$ cat src/rtl/hxc_pkg.sv
package hxc_pkg;
    // Data width of the control word and of the guest stand-in.
    localparam int XW = 64;
    // Outcome bit positions inside the one-hot result.
    localparam int K_RD    = 0;
    localparam int K_WR    = 1;
    localparam int K_TRAP  = 2;
    localparam int K_UNDEF = 3;
    localparam int K_MEM   = 4;
    localparam int NK      = 5;
    // Privilege levels.
    localparam logic [1:0] LVL_USER  = 2'd0;
    localparam logic [1:0] LVL_GUEST = 2'd1;
    localparam logic [1:0] LVL_HYP   = 2'd2;
    // Encoding of the hypervisor word; the alias differs in op1 only.
    localparam logic [1:0] ENC_OP0     = 2'd3;
    localparam logic [2:0] ENC_OP1_HYP = 3'd4;
    localparam logic [2:0] ENC_OP1_ALI = 3'd0;
    localparam logic [3:0] ENC_CRN     = 4'd2;
    localparam logic [3:0] ENC_CRM     = 4'd0;
    localparam logic [2:0] ENC_OP2     = 3'd2;

    typedef enum logic [1:0] {
        TGT_NONE,
        TGT_HYP,
        TGT_GUEST,
        TGT_MEM
    } tgt_e;
endpackage

$ cat src/rtl/hxc_access_decode.sv
// Access decoder: resolves one request into a one-hot outcome and a target.
// Assumes the request fields are stable during the cycle req_valid is high.
// Priority at level 1 alias: explicit traps, then memory redirect, then guest.
module hxc_access_decode
    import hxc_pkg::*;
(
    input  logic          clk,
    input  logic          rst_n,
    input  logic          valid,
    input  logic          is_write,
    input  logic [1:0]    level,
    input  logic [1:0]    op0,
    input  logic [2:0]    op1,
    input  logic [3:0]    crn,
    input  logic [3:0]    crm,
    input  logic [2:0]    op2,
    input  logic          host_mode,
    input  logic [2:0]    nest_bits,
    input  logic          trap_vm_rd,
    input  logic          trap_vm_wr,
    input  logic          fg_trap_rd,
    input  logic          fg_trap_wr,
    input  logic          fg_enable,
    input  logic          monitor_present,
    output logic [NK-1:0] kind,
    output tgt_e          tgt
);
    logic common_hit, hyp_hit, ali_hit, vm_trap, fg_trap;

    // Match the encoding and evaluate the trap controls for this direction.
    always_comb begin
        common_hit = (op0 == ENC_OP0) && (crn == ENC_CRN) && (crm == ENC_CRM) && (op2 == ENC_OP2);
        hyp_hit    = common_hit && (op1 == ENC_OP1_HYP);
        ali_hit    = common_hit && (op1 == ENC_OP1_ALI);
        vm_trap    = is_write ? trap_vm_wr : trap_vm_rd;
        fg_trap    = (fg_enable || !monitor_present) && (is_write ? fg_trap_wr : fg_trap_rd);
    end

    // Choose the outcome and the target storage.
    always_comb begin
        kind = '0;
        tgt  = TGT_NONE;
        if (valid) begin
            if (level == LVL_USER || !(hyp_hit || ali_hit)) begin
                kind[K_UNDEF] = 1'b1;
            end else if (hyp_hit) begin
                if (level == LVL_GUEST) begin
                    if (nest_bits[0]) kind[K_TRAP]  = 1'b1;
                    else              kind[K_UNDEF] = 1'b1;
                end else begin
                    kind[K_WR] = is_write;
                    kind[K_RD] = !is_write;
                    tgt        = TGT_HYP;
                end
            end else if (level == LVL_GUEST) begin
                if (vm_trap || fg_trap) begin
                    kind[K_TRAP] = 1'b1;
                end else if (&nest_bits) begin
                    kind[K_MEM] = 1'b1;
                    tgt         = TGT_MEM;
                end else begin
                    kind[K_WR] = is_write;
                    kind[K_RD] = !is_write;
                    tgt        = TGT_GUEST;
                end
            end else begin
                kind[K_WR] = is_write;
                kind[K_RD] = !is_write;
                tgt        = (level == LVL_HYP && host_mode) ? TGT_HYP : TGT_GUEST;
            end
        end
    end

    a_r11_one_outcome: assert property (@(posedge clk) disable iff (!rst_n)
        valid |-> $countones(kind) == 1);
    a_r2_user_undef: assert property (@(posedge clk) disable iff (!rst_n)
        (valid && level == LVL_USER) |-> kind[K_UNDEF]);
    a_r7_mem_needs_nest: assert property (@(posedge clk) disable iff (!rst_n)
        kind[K_MEM] |-> (&nest_bits) && level == LVL_GUEST);
endmodule

$ cat src/rtl/hxc_view.sv
// Field view of the hypervisor word: read masking per view, write merging,
// and the gated effective fields for the translation logic. Combinational.
module hxc_view
    import hxc_pkg::*;
#(
    parameter bit ASID8 = 1'b0
) (
    input  logic          clk,
    input  logic          rst_n,
    input  logic          host_mode,
    input  logic [XW-1:0] stored,
    input  logic [XW-1:0] wdata,
    output logic [XW-1:0] rd_view,
    output logic [XW-1:0] wr_next,
    output logic [3:0]    eff_hwu_lo,
    output logic [3:0]    eff_hwu_hi,
    output logic          eff_access,
    output logic          eff_dirty
);
    localparam int HW = XW / 2;
    localparam logic [HW-1:0] NH_ONES = (HW'(1) << 31) | (HW'(1) << 23);
    localparam logic [HW-1:0] NH_ZERO = (HW'(1) << 19) | (HW'(3) << 6);
    localparam logic [XW-1:0] HV_ZERO_BASE = (XW'(31) << 59) | (XW'(1) << 35) | (XW'(1) << 6);
    localparam logic [XW-1:0] HV_ZERO = ASID8 ? (HV_ZERO_BASE | (XW'(1) << 36)) : HV_ZERO_BASE;

    logic [HW-1:0] nh_low_rd, nh_low_wr;

    // Narrow-view low halves for read and write.
    always_comb begin
        nh_low_rd = (stored[HW-1:0] & ~NH_ZERO) | NH_ONES;
        nh_low_wr = (wdata[HW-1:0]  & ~NH_ZERO) | NH_ONES;
    end

    // Read view and merged write value for the selected view.
    always_comb begin
        if (host_mode) begin
            rd_view = stored & ~HV_ZERO;
            wr_next = wdata & ~HV_ZERO;
        end else begin
            rd_view = {{HW{1'b0}}, nh_low_rd};
            wr_next = {stored[XW-1:HW], nh_low_wr};
        end
    end

    // Effective fields with the hierarchy-disable and access-flag gating.
    always_comb begin
        if (host_mode) begin
            eff_hwu_lo = stored[46:43] & {4{stored[41]}};
            eff_hwu_hi = stored[50:47] & {4{stored[42]}};
            eff_access = stored[39];
            eff_dirty  = stored[40] & stored[39];
        end else begin
            eff_hwu_lo = stored[28:25] & {4{stored[24]}};
            eff_hwu_hi = 4'b0;
            eff_access = stored[21];
            eff_dirty  = stored[22] & stored[21];
        end
    end

    a_r8_fixed_bits: assert property (@(posedge clk) disable iff (!rst_n)
        !host_mode |-> (rd_view[31] && rd_view[23] && rd_view[63:32] == '0 && !rd_view[19]));
    a_r9_host_zero: assert property (@(posedge clk) disable iff (!rst_n)
        host_mode |-> (rd_view[63:59] == '0 && !rd_view[35] && !rd_view[6]));
    a_r10_dirty_needs_access: assert property (@(posedge clk) disable iff (!rst_n)
        eff_dirty |-> eff_access);
    a_r10_hwu_gated: assert property (@(posedge clk) disable iff (!rst_n)
        (host_mode && !stored[41]) |-> eff_hwu_lo == 4'b0);
endmodule

$ cat src/rtl/hxc_regs.sv
// Storage: the hypervisor word and the guest stand-in word.
// Reset clears both; the reset contents carry no meaning for software.
module hxc_regs
    import hxc_pkg::*;
(
    input  logic          clk,
    input  logic          rst_n,
    input  logic          hyp_we,
    input  logic [XW-1:0] hyp_d,
    input  logic          guest_we,
    input  logic [XW-1:0] guest_d,
    output logic [XW-1:0] hyp_q,
    output logic [XW-1:0] guest_q
);
    // Hypervisor word update.
    always_ff @(posedge clk) begin
        if (!rst_n)      hyp_q <= '0;
        else if (hyp_we) hyp_q <= hyp_d;
    end

    // Guest stand-in update.
    always_ff @(posedge clk) begin
        if (!rst_n)        guest_q <= '0;
        else if (guest_we) guest_q <= guest_d;
    end
endmodule

$ cat src/rtl/hyp_xlat_ctl.sv
// Top: hypervisor translation control word with its access decoder.
// Every request is answered one cycle later; stores happen on the same edge.
module hyp_xlat_ctl
    import hxc_pkg::*;
#(
    parameter bit          ASID8        = 1'b0,
    parameter logic [11:0] MEM_SLOT_OFF = 12'h120,
    parameter logic [5:0]  TRAP_CLASS   = 6'h18
) (
    input  logic          clk,
    input  logic          rst_n,
    input  logic          req_valid,
    input  logic          req_write,
    input  logic [1:0]    req_level,
    input  logic [1:0]    req_op0,
    input  logic [2:0]    req_op1,
    input  logic [3:0]    req_crn,
    input  logic [3:0]    req_crm,
    input  logic [2:0]    req_op2,
    input  logic [63:0]   req_wdata,
    input  logic          host_mode,
    input  logic [2:0]    nest_bits,
    input  logic          trap_vm_rd,
    input  logic          trap_vm_wr,
    input  logic          fg_trap_rd,
    input  logic          fg_trap_wr,
    input  logic          fg_enable,
    input  logic          monitor_present,
    output logic          rsp_valid,
    output logic [4:0]    rsp_kind,
    output logic [63:0]   rsp_rdata,
    output logic [5:0]    rsp_class,
    output logic [11:0]   rsp_mem_offset,
    output logic          rsp_mem_write,
    output logic [63:0]   rsp_mem_wdata,
    output logic [63:0]   cfg_view,
    output logic [3:0]    eff_hwu_lo,
    output logic [3:0]    eff_hwu_hi,
    output logic          eff_access,
    output logic          eff_dirty
);
    logic [NK-1:0] kind;
    tgt_e          tgt;
    logic [XW-1:0] hyp_q, guest_q, rd_view, wr_next, rd_sel;
    logic          hyp_we, guest_we, mem_wr;

    hxc_access_decode dec_i (
        .clk(clk), .rst_n(rst_n), .valid(req_valid), .is_write(req_write),
        .level(req_level), .op0(req_op0), .op1(req_op1), .crn(req_crn),
        .crm(req_crm), .op2(req_op2), .host_mode(host_mode), .nest_bits(nest_bits),
        .trap_vm_rd(trap_vm_rd), .trap_vm_wr(trap_vm_wr), .fg_trap_rd(fg_trap_rd),
        .fg_trap_wr(fg_trap_wr), .fg_enable(fg_enable),
        .monitor_present(monitor_present), .kind(kind), .tgt(tgt)
    );

    hxc_view #(.ASID8(ASID8)) view_i (
        .clk(clk), .rst_n(rst_n), .host_mode(host_mode), .stored(hyp_q),
        .wdata(req_wdata), .rd_view(rd_view), .wr_next(wr_next),
        .eff_hwu_lo(eff_hwu_lo), .eff_hwu_hi(eff_hwu_hi),
        .eff_access(eff_access), .eff_dirty(eff_dirty)
    );

    hxc_regs regs_i (
        .clk(clk), .rst_n(rst_n), .hyp_we(hyp_we), .hyp_d(wr_next),
        .guest_we(guest_we), .guest_d(req_wdata), .hyp_q(hyp_q), .guest_q(guest_q)
    );

    // Write enables and read source from the decoded outcome.
    always_comb begin
        hyp_we   = kind[K_WR] && (tgt == TGT_HYP);
        guest_we = kind[K_WR] && (tgt == TGT_GUEST);
        mem_wr   = kind[K_MEM] && req_write;
        rd_sel   = (tgt == TGT_HYP) ? rd_view : guest_q;
        cfg_view = rd_view;
    end

    // Registered response.
    always_ff @(posedge clk) begin
        if (!rst_n) begin
            rsp_valid      <= 1'b0;
            rsp_kind       <= '0;
            rsp_rdata      <= '0;
            rsp_class      <= '0;
            rsp_mem_offset <= '0;
            rsp_mem_write  <= 1'b0;
            rsp_mem_wdata  <= '0;
        end else begin
            rsp_valid      <= req_valid;
            rsp_kind       <= kind;
            rsp_rdata      <= kind[K_RD] ? rd_sel : '0;
            rsp_class      <= kind[K_TRAP] ? TRAP_CLASS : 6'd0;
            rsp_mem_offset <= kind[K_MEM] ? MEM_SLOT_OFF : 12'd0;
            rsp_mem_write  <= mem_wr;
            rsp_mem_wdata  <= mem_wr ? req_wdata : '0;
        end
    end

    a_r1_one_cycle: assert property (@(posedge clk) disable iff (!rst_n)
        req_valid |=> rsp_valid);
    a_r11_no_update: assert property (@(posedge clk) disable iff (!rst_n)
        (req_valid && (kind[K_TRAP] || kind[K_UNDEF])) |=> ($stable(hyp_q) && $stable(guest_q)));
    a_r7_guest_kept: assert property (@(posedge clk) disable iff (!rst_n)
        (req_valid && kind[K_MEM]) |=> $stable(guest_q));
    a_r3_trap_class: assert property (@(posedge clk) disable iff (!rst_n)
        (rsp_valid && rsp_kind[K_TRAP]) |-> rsp_class == TRAP_CLASS);
endmodule

$ cat config.mk
export PLATFORM = sky130hd
export DESIGN_NAME = hyp_xlat_ctl
export DESIGN_NICKNAME = d
export VERILOG_FILES = /design/src/rtl/hxc_pkg.sv /design/src/rtl/hxc_access_decode.sv /design/src/rtl/hxc_view.sv /design/src/rtl/hxc_regs.sv /design/src/rtl/hyp_xlat_ctl.sv
export SDC_FILE = /design/constraint.sdc
export NUM_CORES = 1
export LEC_CHECK = 0
export BUFFER_PORTS_ARGS = -buffer_cell sky130_fd_sc_hd__clkbuf_2
export CAP_MARGIN = 0
export CORE_MARGIN = 8
export CORE_UTILIZATION = 45
export CTS_BUF_LIST = sky130_fd_sc_hd__clkbuf_8
export DETAILED_ROUTE_END_ITERATION = 10
export PLACE_DENSITY = 0.76
export SLEW_MARGIN = 0
export SYNTH_ARGS = -nofsm -noshare
export SYNTH_HDL_FRONTEND = slang
export SYNTH_SLANG_ARGS = --single-unit
$ cat constraint.sdc
create_clock -name clk -period 2 [get_ports clk]
set_input_delay 0 -clock clk [delete_from_list [all_inputs] [get_ports clk]]
set_output_delay 0 -clock clk [all_outputs]
set_load 0.02 [all_outputs]
### Yosys cells after proc, flatten, opt, wreduce, memory -nomap -nowiden

Index checks and enable logic that the tools add are counted.

* mux-type cells: 38
* bitwise gates (word level): 5
* reduce and logical (&&, ||, !) cells: 25
* equality and inequality tests: 8

Operators by type and width (number)
* $mux 64: 1
* $mux 59: 1
* $mux 32: 1
* $mux 2: 11
* $mux 1: 17
* $and 4x4->4: 3
* $logic_and 1x1->1: 10
* $mux 5: 2
* $mux 9: 1
* $mux 4: 2
* $reduce_and 2->1: 4
* $eq 2x2->1 const B: 3
* $mux 3: 2
* $eq 2x1->1 const B: 2
* $eq 4x2->1 const B: 1
* $logic_not 4->1: 1
* $logic_or 1x1->1: 4
* $eq 3x2->1 const B: 1
* $eq 3x3->1 const B: 1
* $logic_not 1->1: 3
* $logic_not 3->1: 1
* $reduce_and 3->1: 1
* $and 1x1->1: 2
* $logic_not 2->1: 1

* output and inout port bits: 227
* register bits after elaboration: 275
* input port bits: 96
* word-level logic and storage cells: 87

### Longest topological paths before layout

Gate-level depths: netlist (run 1).

* depth after elaboration: 13
* depth in mapped cells: 8

### Cells and area by module

From an unflattened synthesis (run 1), not the netlist that was laid out.

* cell total of the unflattened synthesis: 1042
* area, all modules: 10633.9 µm²

By module, submodules not included
* hxc_regs: area an instance 4902.2 µm², cells an instance 412, instances 1
* hyp_xlat_ctl: area an instance 4284.1 µm², cells an instance 451, instances 1
* hxc_view: area an instance 1176.1 µm², cells an instance 149, instances 1
* hxc_access_decode: area an instance 271.5 µm², cells an instance 30, instances 1

### Least setup slack after synthesis (run 1)

Ideal clock, no wire load.

* kind: input-to-reg
* start: input req_op1[1]
* end: register rsp_mem_wdata[0]
* arrival time: 1528 ps
* setup time: 59 ps
* stages on the path: 7
* required time: 1941 ps
* slack: 414 ps
* path buffers: 2
* cell sequence: or2_4 -> nor4_4 -> nand4_1 -> a2111oi_2 -> buf_4 -> buf_6 -> and2_1

* longest elaborated chain between the ends: 9
* elaborated cells between the ends (all ways): 12
* those cells by class: eq/ne: 1; mux: 3; reduce/logical: 8

RTL lines
* start: declaration: RTL line hyp_xlat_ctl.sv:16 `input logic [2:0] req_op1,`
* $eq 3x3->1 or $logic_not 3->1 (tied branches): RTL line hxc_access_decode.sv:33, hxc_access_decode.sv:34
* $logic_and 1x1->1 (on tied branches): RTL line hxc_access_decode.sv:33, hxc_access_decode.sv:34
* $logic_or 1x1->1: RTL line hxc_access_decode.sv:44 `if (level == LVL_USER || !(hyp_hit || ali_hit)) begin`
* $logic_not 1->1: RTL line hxc_access_decode.sv:44
* $logic_or 1x1->1: RTL line hxc_access_decode.sv:44
* $mux 1 (*): RTL line hxc_access_decode.sv:44
* $mux 5 (*): RTL line hxc_access_decode.sv:43 `if (valid) begin`
* $logic_and 1x1->1 (*): RTL line hyp_xlat_ctl.sv:72 `mem_wr = kind[K_MEM] && req_write;`
* $reduce_and 2->1 (no source line) (*)
* end signal: assignment: RTL line hyp_xlat_ctl.sv:94 `rsp_mem_wdata <= mem_wr ? req_wdata : '0;`
* end: declaration: RTL line hyp_xlat_ctl.sv:35 `output logic [63:0] rsp_mem_wdata,`

Mark *: on every way between the ends. The rest lies on a longest branch, timed or not.
A chain may end at the register's enable or synchronous reset.

### Worst setup path in the final report (run 1)

* start: input req_op1[0]
* end: register rsp_mem_wdata[47]

The elaborated chain is that of the path after synthesis.

==> run summary, run 1 <==
The run finished with clean final reports. The global router's overall resource usage came out at a little over a fifth. Clock latency on the worst-skew pair, taken at its later pin, is between 0.5 and 0.6 ns. The adder-cell share of the synthesized area came out at 0%. The placeable core region came out at about 21,000 um^2. The number of maximum-capacitance violations is 0. The share of the yosys chip area belonging to registers came out at between 50% and 60%. The leakage dissipation is approximately 6 nW. The capture instance of the worst register-to-register path is rsp_rdata[42].

The total I/O pin count is 323. The synthesized-area fraction occupied by ao, oa, aoi and oai cells is under 10%. After the first detailed-routing iteration, the DRC count stood at about 450. The die extent in y came out at 163 um. In this run the clock root is driven by a sky130_fd_sc_hd__clkbuf_8. The synthesis-to-finish area growth came out at 31.4%. The actual slew at the worst max-slew pin is roughly 0.7 ns. The type of destination of the critical path is a register. The average wire per standard cell came out at 17.2 um. The detailed router placed 8,497 vias in this run. Data on the critical path arrives at its endpoint at 2.41 ns. Power spread over the standard cell area amounts to roughly 800 nW/um^2. Internal power comes to approximately 7.7 mW.

The combinational group share of total power is under 10%. The relative slew slack came out at 52.3%. In this run the worst setup path begins at req_op1[0].

The number of post-CTS setup repair buffers came out at 0. A synthesized cell averages 9.13 um^2. The max-slew violation count is 0. The clock edge transition at the registers on the reported setup and hold paths is approximately 0.06 ns. The overall die area came out at ~27,000 um^2. Walking the worst path, the cells encountered are dlygate4sd3_1 -> clkbuf_2 -> or2_4 -> nor4_4 -> nand4_1 -> a2111oi_4 -> buf_4 -> and2_1. Including well taps, the total number of placed cells is ~1,600. The highest ir drop seen on vdd is between 0.5 and 0.6 mV.

The synthesized-area fraction occupied by and/or/nand/nor cells came out at 21.9%. The mux contribution to synthesized area came out at under 10%. The startpoint identified for the worst register-to-register timing path is regs_i.hyp_q[42]. The row count is between 50 and 60. The most critical setup path has its endpoint at rsp_mem_wdata[47]. The initial antenna violation count came out at 1. Setup repair after global routing left no endpoint under its margin. The share of cells above drive strength 1 came out at 27.4%. Once routing completed, OpenROAD measured the worst setup slack at about 0.062 ns.

The largest single stage delay on the critical path is approximately 0.53 ns. The number of filler cells placed in the layout came out at approximately 1,800. The top-area cell type share of the netlist area is ~53%.

Ranked by total cell area, the synthesized netlist is headed by sky130_fd_sc_hd__dfxtp_1, sky130_fd_sc_hd__nand2_1, sky130_fd_sc_hd__mux2i_1. The detailed-placement wirelength estimate came out at around 19 mm. The first global-routing pass estimated 45.6 mm of wire. The number of nets still failing antenna checks after routing is 0. In this run the tool buffered the top-level ports with between 300 and 400 buffer cells.

The average vias per placed instance is around 5.0. The largest fanout on the critical path is 23. The setup slack of the most critical reg-to-reg path came out at 1.12 ns. The portion of total power attributed to the clock network is 44.4%. Leaving out fill and tap cells, the most frequent cells in the layout are sky130_fd_sc_hd__clkbuf_2, sky130_fd_sc_hd__nand2_1, sky130_fd_sc_hd__dfxtp_1.

The post-route fraction of the period consumed by the critical path is around 97%. The yosys synthesis warning count is 0. The number of endpoints with negative hold slack in the final report came to 0. In this run the number of H-tree levels came out at 2.

STA puts the critical path data required time at between 2 and 2.5 ns. After synthesis, the netlist uses 43 different library cells. The number of synthesized register bits is between 200 and 300.

Leaving out fill and tap cells, the most frequent cell in the layout is sky130_fd_sc_hd__clkbuf_2. Counting I/O delays and the setup requirement, the final critical path takes around 1.9 ns. Clock tree synthesis found a total of about 260 sinks.

OpenSTA, run right after detailed placement, puts the worst setup slack at 0.0615 ns. The utilization of the core after routing came out at between 60% and 70%. Of all cell types, the one taking the most synthesized area is sky130_fd_sc_hd__dfxtp_1. The pin count of the biggest net entering global routing came out at about 160. Derived from the worst setup path, the maximum achievable clock frequency is slightly above 500 MHz. Setup violations remaining at the end of the flow were counted as 0.

The total overflow reported by the global router is 0. Across all hold checks on the routed design, the worst slack comes to roughly 0.073 ns. The critical path is of the in2reg type. The path class of the tightest hold or removal check is in2reg. The via count of the first global-routing pass came out at about 8,700. The worst setup path is launched from an input port.

The number of cell instances on the worst register-to-register path came out at 3. The DRC violations left is 0. The post-synthesis xor/xnor area fraction is 0%.

For this run, the number of standard cells in the final layout without fillers is around 1,700. The sum of negative setup slack came out at 0 ns. The number of search-and-repair iterations in the first detailed-routing pass came out at 5. Between clock sinks in the finished design, the worst skew comes to between 0.015 and 0.02 ns. The post-synthesis cell count came out at 1,065. The routability congestion estimate is just under 0.9. The switching power total came out at 2.36 mW. The overall die width came out at ~160 um. At the end of the flow, the number of nets in the layout was 1,502. The sequential share of power came out at 50.6%.

Summing every instance area after synthesis gives between 9000 and 10,000 um^2. The slowest cell on the critical path is sky130_fd_sc_hd__dlygate4sd3_1. The dominant combinational cell family by area after synthesis is simple AND/OR/NAND/NOR gates.

Clock tree synthesis inserted a total of 43 buffers. The starting utilization of the core area came out at a little under half. The TritonCTS clock tree is built. The post-detailed-routing wire length is roughly 29 mm. Of the total power, the share spent switching nets is around a quarter.

The maximum buffer depth of the clock tree came out at 3.
stage by stage:
| stage | cell area (um^2) | total power [mW] |
|---|---|---|
| after detailed placement | 11200 | 5.60 |
| final | 12800 | 10.1 |
| after global routing | 12800 | 10.5 |
| after floorplan | 9800 | 5.43 |
| after CTS | 12800 | 10.2 |
| after global placement | 11200 | 5.59 |
kinds of logic (layout without fill, tap and decap cells):
logic type,after synthesis,count (layout)
and+or+nand+nor,452,452
DFF,256,256
buffers and inverters,130,481
AOI/OAI and AO/OA,129,129
muxes,97,97
other,1,22
Yosys cell counts:
master                        n
sky130_fd_sc_hd__a2111o_1     1
sky130_fd_sc_hd__a2111oi_2    1
sky130_fd_sc_hd__a211o_1      1
sky130_fd_sc_hd__a211oi_1     4
sky130_fd_sc_hd__a211oi_2     1
sky130_fd_sc_hd__a21o_1       1
sky130_fd_sc_hd__a21oi_1     82
sky130_fd_sc_hd__a31oi_1      1
sky130_fd_sc_hd__and2_1      93
sky130_fd_sc_hd__and2b_1      1
sky130_fd_sc_hd__and3_1      11
sky130_fd_sc_hd__and4_1       2
sky130_fd_sc_hd__and4b_1      1
sky130_fd_sc_hd__buf_2       10
sky130_fd_sc_hd__buf_4       59
sky130_fd_sc_hd__buf_6       11
sky130_fd_sc_hd__clkbuf_1    42
sky130_fd_sc_hd__clkinv_1     1
sky130_fd_sc_hd__conb_1       1
sky130_fd_sc_hd__dfxtp_1    256
sky130_fd_sc_hd__inv_1        6
sky130_fd_sc_hd__inv_2        1
sky130_fd_sc_hd__mux2i_1     97
sky130_fd_sc_hd__nand2_1    279
sky130_fd_sc_hd__nand2b_1     4
sky130_fd_sc_hd__nand3_1     36
sky130_fd_sc_hd__nand3b_1     2
sky130_fd_sc_hd__nand4_1      5
sky130_fd_sc_hd__nand4b_1     1
sky130_fd_sc_hd__nor2_1       7
sky130_fd_sc_hd__nor2b_1      1
sky130_fd_sc_hd__nor3_1       2
sky130_fd_sc_hd__nor3b_1      1
sky130_fd_sc_hd__nor4_2       1
sky130_fd_sc_hd__nor4_4       1
sky130_fd_sc_hd__nor4b_1      1
sky130_fd_sc_hd__nor4b_4      1
sky130_fd_sc_hd__o211ai_1     1
sky130_fd_sc_hd__o21ai_0     34
sky130_fd_sc_hd__o21ai_1      1
sky130_fd_sc_hd__o221ai_1     1
sky130_fd_sc_hd__or2_4        1
sky130_fd_sc_hd__or3b_1       1
cell type report:
cell class              instances  area, um^2  area share [%]
flip-flops and latches        256        5120            40.1
well taps                     275         344            2.69
diodes                          1        2.50          0.0196
multi-input cells             699        3890            30.5
inverters                       8        30.0           0.235
clock inverters                25         141            1.11
clock buffers                  50         688            5.39
repair buffers                398        2550            20.0
power by group through the flow:
stage / combinational [mW] / sequential, mW / clock (mW)
CTS: 0.504 / 5.10 / 4.57
detailed placement: 0.383 / 5.21 / 0
global placement: 0.378 / 5.21 / 0
global route: 0.551 / 5.10 / 4.84
finish: 0.514 / 5.10 / 4.48
floorplan: 0.217 / 5.22 / 0
worst max-delay path: cells and delay by family:
kind                   cells  cell delay (ns)
AND/OR/NAND/NOR            4             0.97
buffers and inverters      3             0.97
AO/OA/AOI/OAI              1             0.47
how the worst min path moves through the flow:
stage                        from           endpoint  slack (ns)  depth (start not counted)
finish                 req_op1[1]        rsp_kind[2]        0.07                          5
global route           req_op2[1]        rsp_kind[2]        0.08                          5
CTS                    req_op1[1]        rsp_kind[2]        0.02                          5
detailed placement  req_wdata[18]  rsp_mem_wdata[18]        0.22                          2
global placement    req_wdata[28]  rsp_mem_wdata[28]        0.22                          2
floorplan            req_wdata[0]   rsp_mem_wdata[0]        0.12                          1
registers in the layout, indices dropped and copies added (netlist names):
signal          cells
regs_i.guest_q     64
regs_i.hyp_q       57
rsp_kind            4
rsp_mem_offset      1
rsp_mem_wdata      64
rsp_mem_write       1
rsp_rdata          64
rsp_valid           1
timing repair:
item | 4_1_cts | 5_1_grt
endpoints found under the hold margin | 191 | 0
hold buffers | 77 | 0
setup endpoints to repair | 0 | 49
gates resized for setup | 0 | 1
routing by layer:
metal | wire [um] | up-vias | track usage (%)
met1 | 11700 | 3917 | 24.2
met3 | 2950 | 57 | 6.85
met5 | 0 | - | 0
met4 | 568 | 0 | 7.55
li1 | - | 4107 | -
met2 | 14200 | 416 | 36.4
No activity file was read; power rests on OpenSTA's default activity.
==> run 2: changes to the inputs <==
- CORE_MARGIN: 8 -> 3
==> run 2 against run 1 <==
  * Worst hold slack got worse by 0.032 ns
  * Sequential power is essentially flat
  * First-iteration DRC count decreased by 11%
  * Critical endpoint is now regs_i.hyp_q[40]
  * Final cell count up 0.12%
  * Via count up 0.86%
  * Utilization rose by 0.088 points
  * Global-route usage up 2.0 points
  * Die area shrank 12%
  * Setup slack worse by 0.010 ns
  * Non-clock buffer count rose by 1
  * Power increased by 2.8%
==> run summary, run 2 (synthesis gave the netlist of run 1 again) <==
Outcome: completed (unchanged). The number of sinks on the clock net came out at 256 (unchanged). The total clock buffers created by CTS was 42 (was 43).

The number of cells after detailed placement is 1,560 (was 1,559). The combinational group share of total power is 4.9% (was 5.1%). The post-route standard cell area excluding fillers came out at 12,800 um^2 (about the same). The kind of critical path is in2reg (unchanged).

The via count of the first global-routing pass came to 8,659 (was 8,696). The DRC violation total after the first TritonRoute iteration came out at 396 (was 446). The switching power total was 2.36 mW (about the same).

The actual slew at the worst max-slew pin is 0.745 ns (was 0.716 ns). The number of endpoints with negative hold slack in the final report came to 0 (unchanged). The post-route fraction of the period consumed by the critical path was 97.4% (was 96.9%). The setup-violating endpoint count in the final report came out at 0 (unchanged). The number of maximum-capacitance violations came out at 0 (unchanged). The switching power share of the total came to 22.7% (was 23.4%). The synthesis-to-finish area growth is 32.0% (was 31.4%). The leakage dissipation came out at 5.96 nW (was 5.93 nW). The cell area after placement came out at 11,200 um^2 (about the same). The DRC violations left is 0 (unchanged). Largest regs: regs_i.guest_q (64), rsp_mem_wdata (64), rsp_rdata (64) (unchanged). The max-slew violation count came out at 0 (unchanged).

The maximum clock rate came out at 513 MHz (was 516 MHz). Commonest non-fill, non-tap cells in the layout: sky130_fd_sc_hd__clkbuf_2, sky130_fd_sc_hd__nand2_1, sky130_fd_sc_hd__dfxtp_1 (unchanged). The worst path arrival time came out at 2.39 ns (was 2.41 ns). The power density of the placed cells came out at 808 nW/um^2 (was 790 nW/um^2). The overall die width came out at 153 um (was 163 um). The leading cell type in the layout, fill and taps excluded is sky130_fd_sc_hd__clkbuf_2 (unchanged). The global router's overall resource usage is 23.2% (was 21.2%).

The number of port buffers came to 301 (unchanged). The average vias per placed instance was 5.00 (was 4.96). The clock tree skew after final layout was 0.00894 ns (was 0.0172 ns).

The TritonCTS clock tree is built (unchanged). The maximum buffer depth of the clock tree came to 3 (unchanged). The count of inserted antenna diode cells came to 0 (was 1). The area of the multi-input gates came out at 3890 um^2 (about the same). The sequential share of power is 49.2% (was 50.6%).

The number of filler cells placed in the layout is 1,748 (was 1,769). The total overflow reported by the global router came out at 0 (unchanged). The highest ir drop seen on vdd came out at 0.628 mV (was 0.509 mV). The starting utilization of the core area came out at 46.0% (was 46.1%). The via total after detailed routing is 8,570 (was 8,497). The startpoint type of the worst setup path was an input port (unchanged).

Unrepaired setup endpoints after global routing: no (unchanged). The initial antenna violation count came out at 0 (was 1). The insertion delay of the later-clocked pin in the worst-skew pair is 0.52 ns (was 0.53 ns). The master cell of the clock root buffer is sky130_fd_sc_hd__clkbuf_8 (unchanged). The post-detailed-routing wire length came to 28.0 mm (was 29.4 mm). The share of cells above drive strength 1 came out at 27.4% (about the same).

The number of gates resized after CTS is 0 (unchanged). The path category of the worst min-delay check is in2reg (unchanged). The register cell area after layout is 5120 um^2 (unchanged). The portion of total power attributed to the clock network is 45.9% (was 44.4%).

The net count reported at finish is 1,502 (unchanged). The pin count of the biggest net entering global routing came out at 165 (was 164). The number of search-and-repair iterations in the first detailed-routing pass is 7 (was 5). The clock period minus final worst setup slack is 1.95 ns (was 1.94 ns). The total I/O pin count is 323 (unchanged). The total power of the final layout came out at 10.4 mW (was 10.1 mW). The number of nets still failing antenna checks after routing came out at 0 (unchanged). The largest fanout on the critical path is 164 (was 23). The placeable core region is 21,200 um^2 (was 21,100 um^2). The type of destination of the critical path was a register (unchanged). The wire length of the first global-routing pass is 44.6 mm (was 45.6 mm). The die extent in y came out at 153 um (was 163 um).

The data required time of the worst path is 2.45 ns (was 2.47 ns). The sum of negative setup slack is 0 ns (unchanged). The row count is 53 (unchanged).

The average wire per standard cell came out at 16.3 um (was 17.2 um). The overall die area came to 23,400 um^2 (was 26,600 um^2). The relative slew slack came to 50.3% (was 52.3%). The detailed-placement wirelength estimate came to 17.6 mm (was 19.2 mm). The internal power contribution is 8.02 mW (was 7.73 mW). The clock edge transition at the registers on the reported setup and hold paths was 0.07 ns (was 0.06 ns).

The number of cells in the finished layout apart from fillers came out at 1,714 (was 1,712). The routability congestion estimate came out at 0.869 (was 0.868). The number of levels the H-tree was split into came out at 2 (unchanged).
[run 2: path summary, 6_finish.rpt]
check	startpoint	endpoint	slack, ns	depth (start not counted)
max	rst_n	regs_i.hyp_q[40]	0.05	6
min	nest_bits[2]	rsp_mem_offset[5]	0.04	5
max reg2reg	regs_i.hyp_q[42]	rsp_rdata[42]	1.10	3
min reg2reg	regs_i.guest_q[22]	rsp_rdata[22]	0.44	2
[run 2: power groups by stage]
stage / sequential (mW) / clock [mW] / combinational, mW
after floorplan: 5.22 / 0 / 0.217
after global placement: 5.21 / 0 / 0.379
after detailed placement: 5.21 / 0 / 0.382
after CTS: 5.10 / 4.86 / 0.502
after global routing: 5.10 / 5.12 / 0.555
final: 5.10 / 4.76 / 0.511
[run 2: layer usage]
layer | global-route usage [%] | up-vias | wire length, um
li1 | - | 4115 | -
met1 | 27.6 | 4019 | 11300
met2 | 40.8 | 377 | 13700
met3 | 5.66 | 59 | 2190
met4 | 8.02 | 0 | 784
met5 | 0 | - | 0
[run 2: what timing repair did]
item                                   4_1_cts  5_1_grt
endpoints found under the hold margin      191        0
buffers inserted                             0        0
hold buffers                                77        0
[run 2: worst max-delay path, cell delays in order]
cell and delay [ns]:
sky130_fd_sc_hd__dlygate4sd3_1 0.53, sky130_fd_sc_hd__buf_4 0.12, sky130_fd_sc_hd__buf_12 0.44, sky130_fd_sc_hd__clkinv_1 0.58, sky130_fd_sc_hd__buf_4 0.37, sky130_fd_sc_hd__a21oi_1 0.16
[run 2: cell type report]
type | count | share of cell area [%]
tap | 275 | 2.68
clock buffer | 54 | 5.79
multi-input combinational | 699 | 30.3
inverter | 8 | 0.234
sequential | 256 | 39.9
timing repair buffer | 399 | 19.9
clock inverter | 23 | 1.24
[run 2: stage by stage]
step	worst slack [ns]	util (%)	hold slack, ns
finish	0.0519	60.7	0.0409
global route	0.0124	60.7	0.0469
CTS	0.117	60.7	0.00256
detailed placement	0.0213	52.8	0.222
global placement	0.0793	52.8	0.219
floorplan	0.414	-	0.122
